--- config.mk ---
export PLATFORM = sky130hd
export DESIGN_NAME = dp_ctrl_stat
export DESIGN_NICKNAME = d
export VERILOG_FILES = /design/src/rtl/dbg_cs_pkg.sv /design/src/rtl/cs_ack_sync.sv /design/src/rtl/cs_sticky_bit.sv /design/src/rtl/cs_lane_match.sv /design/src/rtl/cs_txn_tracker.sv /design/src/rtl/dp_ctrl_stat.sv
export SDC_FILE = /design/constraint.sdc
export NUM_CORES = 1
export LEC_CHECK = 0
export BUFFER_PORTS_ARGS = -buffer_cell sky130_fd_sc_hd__buf_2
export CORE_MARGIN = 10
export CORE_UTILIZATION = 45
export CTS_CLUSTER_SIZE = 8
export DETAILED_ROUTE_END_ITERATION = 6
export GPL_ROUTABILITY_DRIVEN = 0
export MAX_ROUTING_LAYER = met4
export PLACE_DENSITY = 0.8
export RECOVER_POWER = 100
export SYNTH_ARGS = -nofsm -noshare
export SYNTH_HDL_FRONTEND = slang
export SYNTH_SLANG_ARGS = --single-unit
--- constraint.sdc ---
create_clock -name clk -period 2.1 [get_ports clk]
set_input_delay 0.105 -clock clk [delete_from_list [all_inputs] [get_ports clk]]
set_output_delay 0.105 -clock clk [all_outputs]
set_load 0.01 [all_outputs]
--- src/rtl/dbg_cs_pkg.sv ---
package dbg_cs_pkg;
   typedef enum logic [1:0] {
      XM_NORMAL  = 2'b00,
      XM_VERIFY  = 2'b01,
      XM_COMPARE = 2'b10,
      XM_SPARE   = 2'b11
   } xfer_mode_e;

   localparam int B_ORUN_EN = 0;
   localparam int B_ORUN    = 1;
   localparam int B_MODE_LO = 2;
   localparam int B_CMP     = 4;
   localparam int B_ERR     = 5;
   localparam int B_MASK_LO = 8;
   localparam int B_CNT_LO  = 12;
   localparam int CNT_FIELD = 10;
   localparam int B_RST_REQ = 26;
   localparam int B_RST_ACK = 27;
   localparam int B_DBG_REQ = 28;
   localparam int B_DBG_ACK = 29;
   localparam int B_SYS_REQ = 30;
   localparam int B_SYS_ACK = 31;
endpackage

--- src/rtl/cs_ack_sync.sv ---
module cs_ack_sync #(
   parameter int W      = 3,
   parameter int STAGES = 2
) (
   input  logic         clk,
   input  logic         rst_n,
   input  logic [W-1:0] d,
   output logic [W-1:0] q
);
   generate
      if (STAGES == 0) begin : g_direct
         assign q = d;
      end else begin : g_chain
         logic [W-1:0] stg [STAGES];
         always_ff @(posedge clk or negedge rst_n) begin
            if (!rst_n) begin
               for (int i = 0; i < STAGES; i++) stg[i] <= '0;
            end else begin
               stg[0] <= d;
               for (int i = 1; i < STAGES; i++) stg[i] <= stg[i-1];
            end
         end
         assign q = stg[STAGES-1];
      end
   endgenerate
endmodule

--- src/rtl/cs_sticky_bit.sv ---
module cs_sticky_bit (
   input  logic clk,
   input  logic rst_n,
   input  logic set_i,
   input  logic clr_i,
   output logic q
);
   always_ff @(posedge clk or negedge rst_n) begin
      if (!rst_n)     q <= 1'b0;
      else if (set_i) q <= 1'b1;
      else if (clr_i) q <= 1'b0;
   end

   // a set event is never lost to a clearing write
   p_set_holds_r4: assert property (@(posedge clk) disable iff (!rst_n)
      set_i |=> q);
   // a clearing write without a set event empties the flag
   p_clear_r4: assert property (@(posedge clk) disable iff (!rst_n)
      (clr_i && !set_i) |=> !q);
endmodule

--- src/rtl/cs_lane_match.sv ---
module cs_lane_match #(
   parameter int LANES = 4
) (
   input  logic [8*LANES-1:0] a_i,
   input  logic [8*LANES-1:0] b_i,
   input  logic [LANES-1:0]   lane_sel_i,
   output logic               same_o
);
   logic             full_word;
   logic [LANES-1:0] lane_ok;

   assign full_word = (lane_sel_i == '0) || (lane_sel_i == '1);

   generate
      for (genvar g = 0; g < LANES; g++) begin : g_lane
         assign lane_ok[g] = (a_i[g*8 +: 8] == b_i[g*8 +: 8]) ||
                             !(full_word || lane_sel_i[g]);
      end
   endgenerate

   assign same_o = &lane_ok;
endmodule

--- src/rtl/cs_txn_tracker.sv ---
module cs_txn_tracker #(
   parameter int CNT_W  = 10,
   parameter int DATA_W = 32
) (
   input  logic              clk,
   input  logic              rst_n,
   input  logic              req_i,
   input  logic [DATA_W-1:0] req_data_i,
   input  logic              blocked_i,
   input  logic              done_i,
   input  logic              err_i,
   input  logic              cnt_wr_i,
   input  logic [CNT_W-1:0]  cnt_wdata_i,
   output logic              issue_o,
   output logic              pending_o,
   output logic              collide_o,
   output logic [DATA_W-1:0] cmp_word_o,
   output logic [CNT_W-1:0]  cnt_o
);
   logic              pend_q;
   logic [DATA_W-1:0] word_q;
   logic [CNT_W-1:0]  cnt_q;
   logic              done_ok;

   assign issue_o   = req_i && !pend_q && !blocked_i;
   assign collide_o = req_i && pend_q;
   assign done_ok   = done_i && !err_i;

   always_ff @(posedge clk or negedge rst_n) begin
      if (!rst_n) begin
         pend_q <= 1'b0;
         word_q <= '0;
      end else if (issue_o) begin
         pend_q <= 1'b1;
         word_q <= req_data_i;
      end else if (done_i) begin
         pend_q <= 1'b0;
      end
   end

   always_ff @(posedge clk or negedge rst_n) begin
      if (!rst_n)                      cnt_q <= '0;
      else if (cnt_wr_i)               cnt_q <= cnt_wdata_i;
      else if (done_ok && cnt_q != 0)  cnt_q <= cnt_q - 1'b1;
   end

   assign pending_o  = pend_q;
   assign cmp_word_o = word_q;
   assign cnt_o      = cnt_q;

   // one step down per clean completion, never below zero
   p_cnt_step_r12: assert property (@(posedge clk) disable iff (!rst_n)
      (done_ok && !cnt_wr_i && cnt_q != 0) |=> (cnt_q == $past(cnt_q) - 1'b1));
   p_cnt_floor_r12: assert property (@(posedge clk) disable iff (!rst_n)
      (!cnt_wr_i && cnt_q == 0) |=> (cnt_q == 0));
endmodule

--- src/rtl/dp_ctrl_stat.sv ---
module dp_ctrl_stat
   import dbg_cs_pkg::*;
#(
   parameter int LANES       = 4,
   parameter int CNT_W       = 10,
   parameter int SYNC_STAGES = 2
) (
   input  logic                clk,
   input  logic                rst_n,
   input  logic                csr_we,
   input  logic [31:0]         csr_wdata,
   output logic [31:0]         csr_rdata,
   input  logic                sys_pwr_ack_i,
   input  logic                dbg_pwr_ack_i,
   input  logic                dbg_rst_ack_i,
   output logic                sys_pwr_req_o,
   output logic                dbg_pwr_req_o,
   output logic                dbg_rst_req_o,
   input  logic                ap_req_i,
   input  logic [8*LANES-1:0]  ap_req_data_i,
   output logic                ap_issue_o,
   output logic                ap_pushed_o,
   input  logic                ap_done_i,
   input  logic                ap_err_i,
   input  logic [8*LANES-1:0]  ap_rdata_i,
   output logic                rsp_valid_o,
   output logic [8*LANES-1:0]  rsp_data_o
);
   localparam int DATA_W = 8 * LANES;

   generate
      if (LANES != 4) begin : g_bad_lanes
         $error("dp_ctrl_stat: register layout needs LANES == 4");
      end
      if (CNT_W < 1 || CNT_W > CNT_FIELD) begin : g_bad_cnt
         $error("dp_ctrl_stat: CNT_W must be 1..10");
      end
   endgenerate

   // Plain read/write fields
   logic [2:0]       req_q;      // {sys, dbg, rst}
   logic             orun_en_q;
   xfer_mode_e       mode_q;
   logic [LANES-1:0] mask_q;

   always_ff @(posedge clk or negedge rst_n) begin
      if (!rst_n) begin
         req_q     <= '0;
         orun_en_q <= 1'b0;
         mode_q    <= XM_NORMAL;
         mask_q    <= '0;
      end else if (csr_we) begin
         req_q     <= {csr_wdata[B_SYS_REQ], csr_wdata[B_DBG_REQ], csr_wdata[B_RST_REQ]};
         orun_en_q <= csr_wdata[B_ORUN_EN];
         mode_q    <= xfer_mode_e'(csr_wdata[B_MODE_LO +: 2]);
         mask_q    <= csr_wdata[B_MASK_LO +: LANES];
      end
   end

   // Acknowledges from other controllers
   logic [2:0] ack_s;
   cs_ack_sync #(.W(3), .STAGES(SYNC_STAGES)) i_ack_sync (
      .clk   (clk),
      .rst_n (rst_n),
      .d     ({sys_pwr_ack_i, dbg_pwr_ack_i, dbg_rst_ack_i}),
      .q     (ack_s)
   );

   // Mode decode
   logic is_cmp, is_ver, pushed;
   assign is_cmp = (mode_q == XM_COMPARE);
   assign is_ver = (mode_q == XM_VERIFY);
   assign pushed = is_cmp || is_ver;

   // Transaction tracking and counter
   logic              f_err, f_cmp, f_orun;
   logic              blocked, pending, collide;
   logic [DATA_W-1:0] cmp_word;
   logic [CNT_W-1:0]  cnt;

   assign blocked = f_err || f_orun;

   cs_txn_tracker #(.CNT_W(CNT_W), .DATA_W(DATA_W)) i_track (
      .clk         (clk),
      .rst_n       (rst_n),
      .req_i       (ap_req_i),
      .req_data_i  (ap_req_data_i),
      .blocked_i   (blocked),
      .done_i      (ap_done_i),
      .err_i       (ap_err_i),
      .cnt_wr_i    (csr_we),
      .cnt_wdata_i (csr_wdata[B_CNT_LO +: CNT_W]),
      .issue_o     (ap_issue_o),
      .pending_o   (pending),
      .collide_o   (collide),
      .cmp_word_o  (cmp_word),
      .cnt_o       (cnt)
   );

   // Masked comparison
   logic same;
   cs_lane_match #(.LANES(LANES)) i_match (
      .a_i        (ap_rdata_i),
      .b_i        (cmp_word),
      .lane_sel_i (mask_q),
      .same_o     (same)
   );

   // Write-one-to-clear flags
   logic set_err, set_cmp, set_orun;
   assign set_err  = ap_done_i && ap_err_i;
   assign set_cmp  = ap_done_i && !ap_err_i && ((is_cmp && same) || (is_ver && !same));
   assign set_orun = collide && orun_en_q;

   cs_sticky_bit i_flag_err (
      .clk(clk), .rst_n(rst_n), .set_i(set_err),
      .clr_i(csr_we && csr_wdata[B_ERR]), .q(f_err));
   cs_sticky_bit i_flag_cmp (
      .clk(clk), .rst_n(rst_n), .set_i(set_cmp),
      .clr_i(csr_we && csr_wdata[B_CMP]), .q(f_cmp));
   cs_sticky_bit i_flag_orun (
      .clk(clk), .rst_n(rst_n), .set_i(set_orun),
      .clr_i(csr_we && csr_wdata[B_ORUN]), .q(f_orun));

   // Response path
   assign rsp_valid_o = ap_done_i && !ap_err_i && !pushed;
   assign rsp_data_o  = ap_rdata_i;
   assign ap_pushed_o = pushed;

   assign sys_pwr_req_o = req_q[2];
   assign dbg_pwr_req_o = req_q[1];
   assign dbg_rst_req_o = req_q[0];

   // Read word assembly
   always_comb begin
      csr_rdata                        = '0;
      csr_rdata[B_SYS_ACK]             = ack_s[2];
      csr_rdata[B_SYS_REQ]             = req_q[2];
      csr_rdata[B_DBG_ACK]             = ack_s[1];
      csr_rdata[B_DBG_REQ]             = req_q[1];
      csr_rdata[B_RST_ACK]             = ack_s[0];
      csr_rdata[B_RST_REQ]             = req_q[0];
      csr_rdata[B_CNT_LO +: CNT_W]     = cnt;
      csr_rdata[B_MASK_LO +: LANES]    = mask_q;
      csr_rdata[B_ERR]                 = f_err;
      csr_rdata[B_CMP]                 = f_cmp;
      csr_rdata[B_MODE_LO +: 2]        = mode_q;
      csr_rdata[B_ORUN]                = f_orun;
      csr_rdata[B_ORUN_EN]             = orun_en_q;
   end

   logic wdata_unused;
   assign wdata_unused = ^{csr_wdata[B_SYS_ACK], csr_wdata[B_DBG_ACK], csr_wdata[B_RST_ACK],
                           csr_wdata[25:22], csr_wdata[7:6], csr_wdata};

   // nothing is forwarded while a blocking flag is up
   p_issue_blocked_r7: assert property (@(posedge clk) disable iff (!rst_n)
      ap_issue_o |-> !(csr_rdata[B_ERR] || csr_rdata[B_ORUN]));
   // one outstanding request at most
   p_issue_single_r6: assert property (@(posedge clk) disable iff (!rst_n)
      ap_issue_o |-> !pending);
   // overrun flag only rises while detection is enabled
   p_orun_gate_r6: assert property (@(posedge clk) disable iff (!rst_n)
      $rose(csr_rdata[B_ORUN]) |-> $past(csr_rdata[B_ORUN_EN]));
   // an error completion leaves the error flag set
   p_err_sets_r5: assert property (@(posedge clk) disable iff (!rst_n)
      (ap_done_i && ap_err_i) |=> csr_rdata[B_ERR]);
   // data is handed back only outside the pushed modes
   p_rsp_normal_r11: assert property (@(posedge clk) disable iff (!rst_n)
      rsp_valid_o |-> !ap_pushed_o);
endmodule

# After elaboration in Yosys (flattened, before gate mapping)
# Index checks and enable logic that the tools add are counted.
[totals] reg_bits=62 in_bits=105 wordCells=73
[classes] add_sub_neg=1 eq_ne=7 muxes=10 reduce_logical=43
[op_table] op="8-bit equality test" count=4
[op_table] op="10-bit 2-to-1 mux" count=2
[op_table] op="1-bit logical AND" count=14
[op_table] op="1-bit logical OR" count=12
[op_table] op="10-bit nonzero test" count=1
[op_table] op="2-bit nonzero test" count=5
[op_table] op="10-bit by 1-bit subtractor with 10-bit output, second input constant" count=1
[op_table] op="1-bit logical NOT" count=9
[op_table] op="1-bit 2-to-1 mux" count=8
[op_table] op="4-bit equality test, second input constant" count=1
[op_table] op="4-bit logical NOT" count=1
[op_table] op="4-bit AND reduction" count=1
[op_table] op="2-bit by 1-bit equality test with 1-bit output, second input constant" count=1
[op_table] op="2-bit equality test, second input constant" count=1

# Depth between registers and ports, before layout
[logic_depth] ltp_word=11 ltp_mapped=7 depth_no_buf=7

# Modules after synthesis
# Synthesis repeated with hierarchy kept, for this count alone.
[hier_totals] hier_cells=292 area_unflattened_um2=3400.8
[by_module_without_submodules] module="cs_txn_tracker" instances=1 cells_per_inst=143 area_each_um2=1898.1 seq_area_each_um2=1076.0
[by_module_without_submodules] module="dp_ctrl_stat" instances=1 cells_per_inst=84 area_each_um2=839.6 seq_area_each_um2=250.2
[by_module_without_submodules] module="cs_lane_match" instances=1 cells_per_inst=47 area_each_um2=381.6 seq_area_each_um2=0.0
[by_module_without_submodules] module="cs_ack_sync" instances=1 cells_per_inst=9 area_each_um2=172.7 seq_area_each_um2=150.1
[by_module_without_submodules] module="cs_sticky_bit" instances=3 cells_per_inst=3 area_each_um2=36.3 seq_area_each_um2=25.0

# Least setup slack after synthesis
# Ideal clock, no wire load.
[synth_timing] path_type="register to register" start="register i_track.cnt_q[0], in the netlist i_track.cnt_o[0]" end="register i_track.cnt_q[5], in the netlist i_track.cnt_o[5]" setup_time_ps=83 arrival_ps=1747 t_required_ps=2017 slack_ps=270 path_stages_with_launch=8 path_buffers=0 period_less_slack_ps=1830 path_cell_list="dfrtp_1 > inv_1 > ha_1 > nor4b_1 > a311oi_4 > nand4b_1 > xor2_1 > o21ai_0"
[synth_between] elab_chain_cells=3 word_cells_on_any_way=6 cone_classes="add/sub (1); mux (2); reduce/logical (3)"
[synth_lines] element="start, declared" line_no="cs_txn_tracker.sv:22" source="logic [CNT_W-1:0] cnt_q;"
[synth_lines] element="start signal, assigned" line_no="cs_txn_tracker.sv:43" source="else if (cnt_wr_i) cnt_q <= cnt_wdata_i;"
[synth_lines] element="start signal, assigned" line_no="cs_txn_tracker.sv:44" source="else if (done_ok && cnt_q != 0) cnt_q <= cnt_q - 1'b1;"
[synth_lines] element="10-bit by 1-bit subtractor with 10-bit output / 10-bit nonzero test (equally long branches)" line_no="cs_txn_tracker.sv:44"
[synth_lines] element="10-bit 2-to-1 mux / 1-bit logical AND (equally long branches)" line_no="cs_txn_tracker.sv:44"
[synth_lines] element="10-bit 2-to-1 mux / 2-bit nonzero test (equally long branches)"
# Several ways; a longest one is shown, not always the timed one. The select of a mux whose other input is x is not followed.
# A chain may end at the register's enable or synchronous reset.

# Worst setup path in the final report
[layout_timing] start="register i_track.cnt_q[0], in the netlist i_track.cnt_o[0]" end="register i_track.cnt_q[1], in the netlist i_track.cnt_o[1]"
# The elaborated chain is that of the path after synthesis.

==> results.json <==
{
  "grt_pass1_vias": 3096,
  "crit_family": "flip-flops",
  "die_x_um": 105,
  "period_share_pct": 91.3,
  "status": "complete, but fails checks",
  "start_util_pct": 45.6,
  "yosysWarningCount": 0,
  "cts_tree": "yes",
  "nNetsFinal": 570,
  "yosys.area.top_type_share_pct": 47.4,
  "arrival_ps": 2140,
  "syn_inst": 283,
  "fmax_mhz": 521,
  "ys_async_sr_fraction_pct": 100,
  "post-place-ws_ps": 41.1,
  "clock_latency_ps": 340,
  "r2r-start": "i_track.cnt_o[0]$_DFFE_PN0P_",
  "numCtsBuffers": 9,
  "slowest_delay_ps": 420,
  "final_cell_mix": "buf_2, clkbuf_1, dfrtp_1",
  "antenna_found_initial": 1,
  "vdd_ir_drop_max_v": 0.000442,
  "ff2ff_setup_slack_ps": 180,
  "finalSetupTns_ps": 0,
  "cp_slowest_cell": "dfrtp_1",
  "fin_area_um2": 4570,
  "clk_pin_slew_ps": 70,
  "totalPowerFinal_uw": 4110,
  "cp-endpoint": "i_track.cnt_o[1]$_DFFE_PN0P_",
  "finalHoldViolCount": 0,
  "critical_path.startpoint": "i_track.cnt_o[0]$_DFFE_PN0P_",
  "report.final.slew_viol_count": 30,
  "pwr_density_cell_nw_per_um2": 901,
  "synth_top_flop_cell": "dfrtp_1",
  "remaining_drc_errors": 0,
  "cp.required_ps": 2320,
  "dieArea_um2": 11100,
  "relSlewSlack_pct": -9.91,
  "ant_nets": 0,
  "pin_count": 175,
  "via_count": 2680,
  "cts.sinks": 62,
  "p_leak_uw": 0.00206,
  "placed_area_um2": 3860,
  "grt_max_degree": 35,
  "skew_ps": 6.12,
  "failed_checks": "max-capacitance violations, max-slew violations",
  "cts_buffer_depth": 2,
  "initialDrtViolationCount": 67,
  "postLayoutSetupSlackWorst_ps": 182,
  "synth_edf_count": 0,
  "grt_pass1_wl_mm": 15.0,
  "rsz0062_at_grt": "no",
  "avgSynthCellArea_um2": 11.6,
  "portBuffers": 159,
  "synth_area_leaders": "dfrtp_1, mux2_2, buf_4, xor2_1, nand2_1",
  "dr.pass1.iters": 4,
  "drive_gt1_share_pct": 34.3,
  "syn_to_final_growth_pct": 39.6,
  "coreArea_um2": 7180,
  "root_buffer": "clkbuf_8",
  "finalCriticalPeriod_ps": 1920,
  "ff2ff_path_depth": 7,
  "r2r_end": "i_track.cnt_o[1]$_DFFE_PN0P_",
  "crit_chain": "inv_1 > ha_1 > nor4b_2 > a311oi_2 > buf_4 > mux2i_1 > mux2_2",
  "htreeDepth": 3,
  "min_path_type": "in -> reg",
  "vias_per_cell": 4.73,
  "cap_violations": 1,
  "grt_usage_pct": 17.1,
  "yosysTopAreaCell": "dfrtp_1",
  "synth-seq-area-share_pct": 47.4,
  "wirelength_mm": 9.18,
  "post_drt_wl_per_cell_um": 16.2,
  "setup.worst_path.start_class": "flip-flop",
  "place_hpwl_mm": 6.77,
  "overflow": 0,
  "worstPathMaxFanout": 4,
  "synth-seq-cells": 62,
  "finalSetupViolations": 0,
  "path_buf_inv": 2,
  "placementRows": 31,
  "netlist_area_um2": 3270,
  "worst_pin_slew_ps": 1650,
  "endpoint_kind": "flip-flop",
  "final_common_cell": "buf_2",
  "die_h_um": 105,
  "yosysUniqueCellTypes": 32,
  "critPathKind": "reg -> reg",
  "cp.depth": 7,
  "finalCoreUtilization_pct": 63.6
}
-- logic make-up after synthesis --
| family | count (synthesis) | share of synthesized area, % |
|---|---|---|
| AOI/OAI and AO/OA | 21 | 4.40 |
| DFF | 62 | 47.4 |
| muxes | 42 | 14.4 |
| and+or+nand+nor | 51 | 8.49 |
| adders and majority gates | 4 | 1.53 |
| xor gates and xnor gates | 41 | 11.0 |
| buffers and inverters | 61 | 12.6 |
| other | 1 | 0.115 |
-- cells in the mapped netlist (2+ instances only) --
master    instances
nor4_2            2
buf_2             3
and2_1            2
o21ai_0          11
nor4_1            8
xor2_1           40
nor3_1            3
dfrtp_1          62
ha_1              4
buf_4            48
inv_1             6
nand2_1          17
a21oi_1           4
mux2_2           41
clkbuf_1          4
nor2_1            9
nand4_1           4
-- per-stage QoR --
step                      hold slack [ps]  instances
after floorplan                      -191        288
after global placement                179        494
after detailed placement              187        494
after CTS                            2.24        563
after global routing                 4.76        566
final                                15.6        566
-- state kept, by name, indices dropped and copies added, names as in the netlist --
name / count
i_flag_cmp.q: 1
req_q: 3
i_flag_orun.q: 1
mask_q: 4
i_ack_sync.q: 3
i_flag_err.q: 1
i_ack_sync.g_chain.stg: 3
i_track.cnt_o: 10
i_track.cmp_word_o: 32
i_track.pending_o: 1
mode_q: 2
orun_en_q: 1
-- where the power goes --
group          leakage, uW  total, uW  internal (uW)  switching [uW]
combinational      0.00121       1110            620             486
sequential        0.000734       1800           1540             255
clock             0.000120       1210            764             445
-- area by class of cell --
class | instances | area, um2
diodes | 1 | 2.50
clock buffers | 13 | 169
clock inverters | 3 | 65.1
fillers | 587 | 2610
inverters | 6 | 22.5
multi-input cells | 166 | 1360
flip-flops and latches | 62 | 1550
well taps | 99 | 124
repair buffers | 216 | 1270
-- layer usage --
metal,GRT usage [%],share of wire [%]
met1,17.6,37
met4,5.88,1.3
met2,30.4,54
met5,-,0
met3,5.05,8.2
-- worst min-delay path by stage --
stage	end	from	cells past startpoint
6_report	i_track.cmp_word_o[2]$_DFFE_PN0P_	ap_req_data_i[2]	2
5_1_grt	i_track.cmp_word_o[2]$_DFFE_PN0P_	ap_req_data_i[2]	2
4_1_cts	i_track.cmp_word_o[2]$_DFFE_PN0P_	ap_req_data_i[2]	2
3_5_place_dp	req_q[0]$_DFFE_PN0P_	rst_n	1
3_3_place_gp	req_q[0]$_DFFE_PN0P_	rst_n	1
2_1_floorplan	i_ack_sync.g_chain.stg[3]$_DFF_PN0_	rst_n	0
-- timing repair --
| action | CTS | global route |
|---|---|---|
| endpoints found under the hold margin | 80 | 0 |
| setup endpoints to repair | 0 | 7 |
| resized for setup | 0 | 2 |
| setup buffers | 0 | 1 |
| hold buffers | 53 | 0 |
(Power assumes the default switching activity.)
